$ cat src/rtl/slp_pkg.sv
package slp_pkg;

    localparam int MODE_W = 3;
    localparam int N_WAKE = 4;

    localparam int WK_EXT    = 0;
    localparam int WK_HWRST  = 1;
    localparam int WK_PERIPH = 2;
    localparam int WK_TIMER  = 3;

    typedef enum logic [MODE_W-1:0] {
        MODE_IDLE  = 3'b000,
        MODE_ADCQ  = 3'b001,
        MODE_DEEP  = 3'b010,
        MODE_TKEEP = 3'b011,
        MODE_OHOLD = 3'b110,
        MODE_OTHLD = 3'b111
    } slp_mode_e;

    typedef enum logic [1:0] {
        ST_RUN      = 2'b00,
        ST_SLEEP    = 2'b01,
        ST_OSC_WAIT = 2'b10
    } slp_state_e;

    typedef struct packed {
        logic cpu;
        logic io;
        logic adc;
        logic tmr_async;
        logic osc;
    } dom_en_t;

    localparam dom_en_t DOM_ALL_ON = '{cpu: 1'b1, io: 1'b1, adc: 1'b1, tmr_async: 1'b1, osc: 1'b1};

    // Fold the raw code into a legal mode; unused codes fall back to idle.
    function automatic slp_mode_e norm_mode(input logic [MODE_W-1:0] raw);
        case (raw)
            3'b001:  return MODE_ADCQ;
            3'b010:  return MODE_DEEP;
            3'b011:  return MODE_TKEEP;
            3'b110:  return MODE_OHOLD;
            3'b111:  return MODE_OTHLD;
            default: return MODE_IDLE;
        endcase
    endfunction

    // Domains left running while asleep in a given mode.
    function automatic dom_en_t sleep_domains(input slp_mode_e m);
        dom_en_t d;
        d = '0;
        case (m)
            MODE_IDLE:  begin d.io = 1'b1; d.adc = 1'b1; d.tmr_async = 1'b1; d.osc = 1'b1; end
            MODE_ADCQ:  begin d.adc = 1'b1; d.tmr_async = 1'b1; d.osc = 1'b1; end
            MODE_TKEEP: d.tmr_async = 1'b1;
            MODE_OHOLD: d.osc = 1'b1;
            MODE_OTHLD: begin d.osc = 1'b1; d.tmr_async = 1'b1; end
            default:    d = '0;
        endcase
        return d;
    endfunction

    // Wake sources honoured in a given mode, indexed by WK_*.
    function automatic logic [N_WAKE-1:0] wake_mask(input slp_mode_e m);
        logic [N_WAKE-1:0] w;
        w = '0;
        w[WK_EXT]   = 1'b1;
        w[WK_HWRST] = 1'b1;
        case (m)
            MODE_IDLE, MODE_ADCQ: begin
                w[WK_PERIPH] = 1'b1;
                w[WK_TIMER]  = 1'b1;
            end
            MODE_TKEEP, MODE_OTHLD: w[WK_TIMER] = 1'b1;
            default: ;
        endcase
        return w;
    endfunction

    function automatic logic osc_stops(input slp_mode_e m);
        dom_en_t d;
        d = sleep_domains(m);
        return ~d.osc;
    endfunction

endpackage

$ cat src/rtl/slp_mode_latch.sv
module slp_mode_latch
    import slp_pkg::*;
(
    input  logic              clk,
    input  logic              rst,
    input  logic              load,
    input  logic [MODE_W-1:0] mode_raw,
    output slp_mode_e         mode_q
);

    always_ff @(posedge clk) begin
        if (rst)       mode_q <= MODE_IDLE;
        else if (load) mode_q <= norm_mode(mode_raw);
    end

    // the captured mode only moves when the sequencer accepts a request
    assert_mode_held_R13: assert property (@(posedge clk) disable iff (rst)
        !load |=> $stable(mode_q));

endmodule

$ cat src/rtl/slp_wake_gate.sv
module slp_wake_gate
    import slp_pkg::*;
(
    input  slp_mode_e         mode,
    input  logic [N_WAKE-1:0] wake_src,
    output logic              wake_hit
);

    logic [N_WAKE-1:0] allow;
    logic [N_WAKE-1:0] hit;

    assign allow = wake_mask(mode);

    for (genvar i = 0; i < N_WAKE; i++) begin : g_src
        assign hit[i] = wake_src[i] & allow[i];
    end

    assign wake_hit = |hit;

endmodule

$ cat src/rtl/slp_seq_fsm.sv
module slp_seq_fsm
    import slp_pkg::*;
(
    input  logic       clk,
    input  logic       rst,
    input  logic       sleep_req,
    input  logic       wake_hit,
    input  logic       osc_stop,
    input  logic       osc_ready,
    output slp_state_e state,
    output logic       load
);

    slp_state_e nxt;

    assign load = (state == ST_RUN) && sleep_req;

    always_comb begin
        nxt = state;
        case (state)
            ST_RUN:      if (sleep_req) nxt = ST_SLEEP;
            ST_SLEEP:    if (wake_hit)  nxt = osc_stop ? ST_OSC_WAIT : ST_RUN;
            ST_OSC_WAIT: if (osc_ready) nxt = ST_RUN;
            default:     nxt = ST_RUN;
        endcase
    end

    always_ff @(posedge clk) begin
        if (rst) state <= ST_RUN;
        else     state <= nxt;
    end

    // an accepted request leaves the running state on the next edge
    assert_sleep_entry_R2: assert property (@(posedge clk) disable iff (rst)
        load |=> state == ST_SLEEP);

    // without an honoured source the sleep state persists
    assert_ignore_wake_R10: assert property (@(posedge clk) disable iff (rst)
        (state == ST_SLEEP && !wake_hit) |=> state == ST_SLEEP);

    // no return to running before the oscillator is ready
    assert_osc_wait_R11: assert property (@(posedge clk) disable iff (rst)
        (state == ST_OSC_WAIT && !osc_ready) |=> state == ST_OSC_WAIT);

    // an oscillator-stopping mode never skips the wait state
    assert_osc_path_R11: assert property (@(posedge clk) disable iff (rst)
        (state == ST_SLEEP && wake_hit && osc_stop) |=> state == ST_OSC_WAIT);

    // an oscillator-keeping mode wakes straight to running
    assert_fast_wake_R12: assert property (@(posedge clk) disable iff (rst)
        (state == ST_SLEEP && wake_hit && !osc_stop) |=> state == ST_RUN);

endmodule

$ cat src/rtl/slp_clock_ctrl.sv
module slp_clock_ctrl
    import slp_pkg::*;
(
    input  logic              clk,
    input  logic              rst,
    input  logic              sleep_req,
    input  logic [MODE_W-1:0] mode_sel,
    input  logic              wake_ext,
    input  logic              wake_hwrst,
    input  logic              wake_periph,
    input  logic              wake_timer,
    input  logic              osc_ready,
    output logic              clk_cpu_en,
    output logic              clk_io_en,
    output logic              clk_adc_en,
    output logic              clk_async_en,
    output logic              osc_en,
    output logic              awake
);

    slp_mode_e         mode_q;
    slp_state_e        state;
    logic              load;
    logic              wake_hit;
    logic [N_WAKE-1:0] wake_src;
    dom_en_t           dom;

    always_comb begin
        wake_src             = '0;
        wake_src[WK_EXT]     = wake_ext;
        wake_src[WK_HWRST]   = wake_hwrst;
        wake_src[WK_PERIPH]  = wake_periph;
        wake_src[WK_TIMER]   = wake_timer;
    end

    slp_mode_latch u_mode (
        .clk      (clk),
        .rst      (rst),
        .load     (load),
        .mode_raw (mode_sel),
        .mode_q   (mode_q)
    );

    slp_wake_gate u_gate (
        .mode     (mode_q),
        .wake_src (wake_src),
        .wake_hit (wake_hit)
    );

    slp_seq_fsm u_fsm (
        .clk       (clk),
        .rst       (rst),
        .sleep_req (sleep_req),
        .wake_hit  (wake_hit),
        .osc_stop  (osc_stops(mode_q)),
        .osc_ready (osc_ready),
        .state     (state),
        .load      (load)
    );

    // Enables come from registered state and mode only.
    always_comb begin
        case (state)
            ST_SLEEP:    dom = sleep_domains(mode_q);
            ST_OSC_WAIT: begin
                dom     = sleep_domains(mode_q);
                dom.osc = 1'b1;
            end
            default:     dom = DOM_ALL_ON;
        endcase
    end

    assign clk_cpu_en   = dom.cpu;
    assign clk_io_en    = dom.io;
    assign clk_adc_en   = dom.adc;
    assign clk_async_en = dom.tmr_async;
    assign osc_en       = dom.osc;
    assign awake        = (state == ST_RUN);

    // the cycle after reset every domain runs
    assert_reset_on_R1: assert property (@(posedge clk) disable iff (rst)
        $past(rst) |-> (awake && clk_cpu_en && clk_io_en && clk_adc_en && clk_async_en && osc_en));

    // the CPU clock never runs while asleep
    assert_cpu_off_R2: assert property (@(posedge clk) disable iff (rst)
        !awake |-> !clk_cpu_en);

    // the oscillator is on whenever the CPU clock is
    assert_osc_before_cpu_R11: assert property (@(posedge clk) disable iff (rst)
        clk_cpu_en |-> osc_en);

endmodule

$ cat config.mk
export PLATFORM = sky130hd
export DESIGN_NAME = slp_clock_ctrl
export DESIGN_NICKNAME = d
export VERILOG_FILES = /design/src/rtl/slp_pkg.sv /design/src/rtl/slp_mode_latch.sv /design/src/rtl/slp_wake_gate.sv /design/src/rtl/slp_seq_fsm.sv /design/src/rtl/slp_clock_ctrl.sv
export SDC_FILE = /design/constraint.sdc
export NUM_CORES = 1
export LEC_CHECK = 0
export BUFFER_PORTS_ARGS = -buffer_cell sky130_fd_sc_hd__clkbuf_2
export CORE_MARGIN = 5
export CORE_UTILIZATION = 25
export DETAILED_ROUTE_END_ITERATION = 16
export PLACE_DENSITY = 0.59
export SLEW_MARGIN = 20
export SYNTH_ARGS = -nofsm -noshare
export SYNTH_HDL_FRONTEND = slang
export SYNTH_SLANG_ARGS = --single-unit
$ cat constraint.sdc
create_clock -name clk -period 3.2 [get_ports clk]
set_clock_uncertainty 0.15 [all_clocks]
set_input_delay 0.64 -clock clk [delete_from_list [all_inputs] [get_ports clk]]
set_output_delay 0.64 -clock clk [all_outputs]
set_load 0.02 [all_outputs]
==> results.toml <==
[run_status]
status = "finished clean"

[layout]
nNetsFinal = 83
antennaDiodeCount = 0
final_area_um2 = 487
layout-drive-gt1-share_pct = 31.3
syn2layout_area_growth_pct = 34.6

[synth]
yosys_warnings = 0
async_flop_share_pct = 0
syn-instance-count = 47
synth_most_common_cell = "inv_1"
synthesis.area_um2 = 362
yosys_most_used_dff = "dfxtp_1"
netlist_top_cells_count = "inv_1 (9), dfxtp_1 (5), nand2_1 (5), ha_1 (4)"
ys_ff_latch = 5
syn_nets = 62
avgSynthCellArea_um2 = 7.69
synth.distinct_cells = 20
synth-edff-count = 0
synth_area_leaders = "dfxtp_1 (28%), ha_1 (14%), inv_1 (9.3%)"
yosysTopAreaCellShare_pct = 27.7
synth_top_area_cell = "dfxtp_1"
ys_seq_area_share_pct = 27.7

[critical_path]
crit_chain = "inv_1 -> ha_1 -> nor2_1 -> o41ai_1 -> clkbuf_2"
cp.required_ns = 2.41
crit_path_start_kind = "register"
cp_max_fo = 5
path_buf_inv = 2
cp_data_arrival_time_ns = 1.40
slowest_delay_ns = 0.31
worstSetupPathType = "reg -> out"
endpoint_kind = "output pin"
cp_top_family = "flip-flops"
slowest_stage = "dfxtp_1"

[global_routing]
gr-usage-all-layers_pct = 8.75
antenna_found_initial = 0
grt_max_degree = 8
grt_pass1_vias = 366
grt.overflow.total = 0
grt_pass1_wl_mm = 1.39

[floorplanning]
start_util_pct = 27.1
die_y_um = 48.0
io_pins = 17
num_rows = 13
die_area_um2 = 2310
die_w_um = 48.0
core_um2 = 1330

[sta]
finalSetupViolCount = 0
hold_viol = 0
rsz0062_at_grt = "no"
layout_setup_ws_ns = 1.01
slew_violations = 0
slew_headroom_pct = 81.4
fin_crit_sh_pct = 68.5
worst_pin_slew_ns = 0.275
finalCriticalPeriod_ns = 2.19
setup-tns-final_ns = 0
fmax_ghz = 0.456
hold_slack_ns = 0.331

[clocking]
cts_resized = 0
clkSinkCount = 5
clk-insertion-delay-late_ns = 0.23
post-cts-setup-buffers = 0
numCtsBuffers = 3
path_clk_slew_ns = 0.04
hold_buffers = 0
h-tree-depth = 1
clockRootBuffer = "clkbuf_4"
cts_tree = "done"
cts.path.max_buffers = 2

[route]
drcViolationCount = 0
drtIter0Drc = 5
via_count = 367
antenna_left = 0
routedWlPerCell_um = 10.1
drtPass1Iterations = 4
wirelength_um = 832
viasPerCell = 4.48

[pwr]
total_power_mw = 0.256
power_density_nw_per_um2 = 526
leakage_nw = 0.224
ir_worst_vdd_v = 0.000188

[placed_design]
place_ws_ns = 1.22
dp_hpwl_um = 711
place_area_um2 = 460
gp_congestion = 0.814
io_buffer_count = 16

[run]
max_cap_violations = 0

[hold_path]
worstHoldPathType = "reg -> reg"
report_power, final:
group | leakage (nW) | internal, mW | total, mW | switching (mW)
clock network | 0.0150 | 0.0470 | 0.0703 | 0.0233
registers | 0.0410 | 0.0686 | 0.0740 | 0.00538
logic | 0.168 | 0.0421 | 0.112 | 0.0695
final timing paths:
kind	slack [ns]	to	cells after the start	startpoint
worst max-delay path	1.01	clk_io_en	5	u_fsm.state[1]
worst min-delay path	0.33	u_mode.mode_q[0]	2	u_mode.mode_q[0]
worst max register to register	1.65	u_fsm.state[0]	6	u_fsm.state[0]
worst min register to register	0.33	u_mode.mode_q[0]	2	u_mode.mode_q[0]
kinds of logic after synthesis:
family,after synthesis,synth area share (%)
AO/OA/AOI/OAI,12,22.5
adder cells (fa/ha/maj),4,13.8
buffers and inverters,9,9.34
flip-flops,5,27.7
multiplexers,2,5.54
AND/OR/NAND/NOR,15,21.1
per-layer routing:
metal | track usage, % | vias up | routed length [um]
met5 | 0 | - | 0
met4 | 6.45 | 0 | 0
met3 | 1.50 | 0 | 109
met2 | 11.3 | 16 | 291
met1 | 12.6 | 151 | 432
li1 | - | 200 | -
per-stage QoR:
| step | utilization, % | std cells |
|---|---|---|
| 2_1_floorplan | - | 47 |
| 3_3_place_gp | 34.5 | 78 |
| 3_5_place_dp | 34.5 | 78 |
| 4_1_cts | 36.5 | 82 |
| 5_1_grt | 36.5 | 82 |
| 6_report | 36.5 | 82 |
cell usage in the layout, fill, tap and decap left out, types with 2 or more instances in the layout:
cell / instances
a21oi_1: 3
clkbuf_2: 16
clkbuf_4: 3
dfxtp_1: 5
ha_1: 4
inv_1: 9
mux2i_1: 2
nand2_1: 5
nand2b_1: 3
nor2_1: 3
o21ai_0: 2
worst register-to-register path: cells and delay by family, from the launching register on:
family | cells | cell delay (ns)
AOI/OAI and AO/OA | 2 | 0.37
buffers and inverters | 2 | 0.15
muxes | 1 | 0.19
DFF | 1 | 0.32
adders and majority gates | 1 | 0.30
registers in the layout, summed over array words and instances, names as in the netlist:
register       cells
u_mode.mode_q      3
u_fsm.state        2
area by class of cell:
class	instances	area (um2)
clock buffers	4	26.3
fillers	149	847
inverters	9	33.8
multi-input cells	33	228
flip-flops and latches	5	100
well taps	15	18.8
repair buffers	16	80.1
Note: power is estimated with default switching activity, not from simulation.
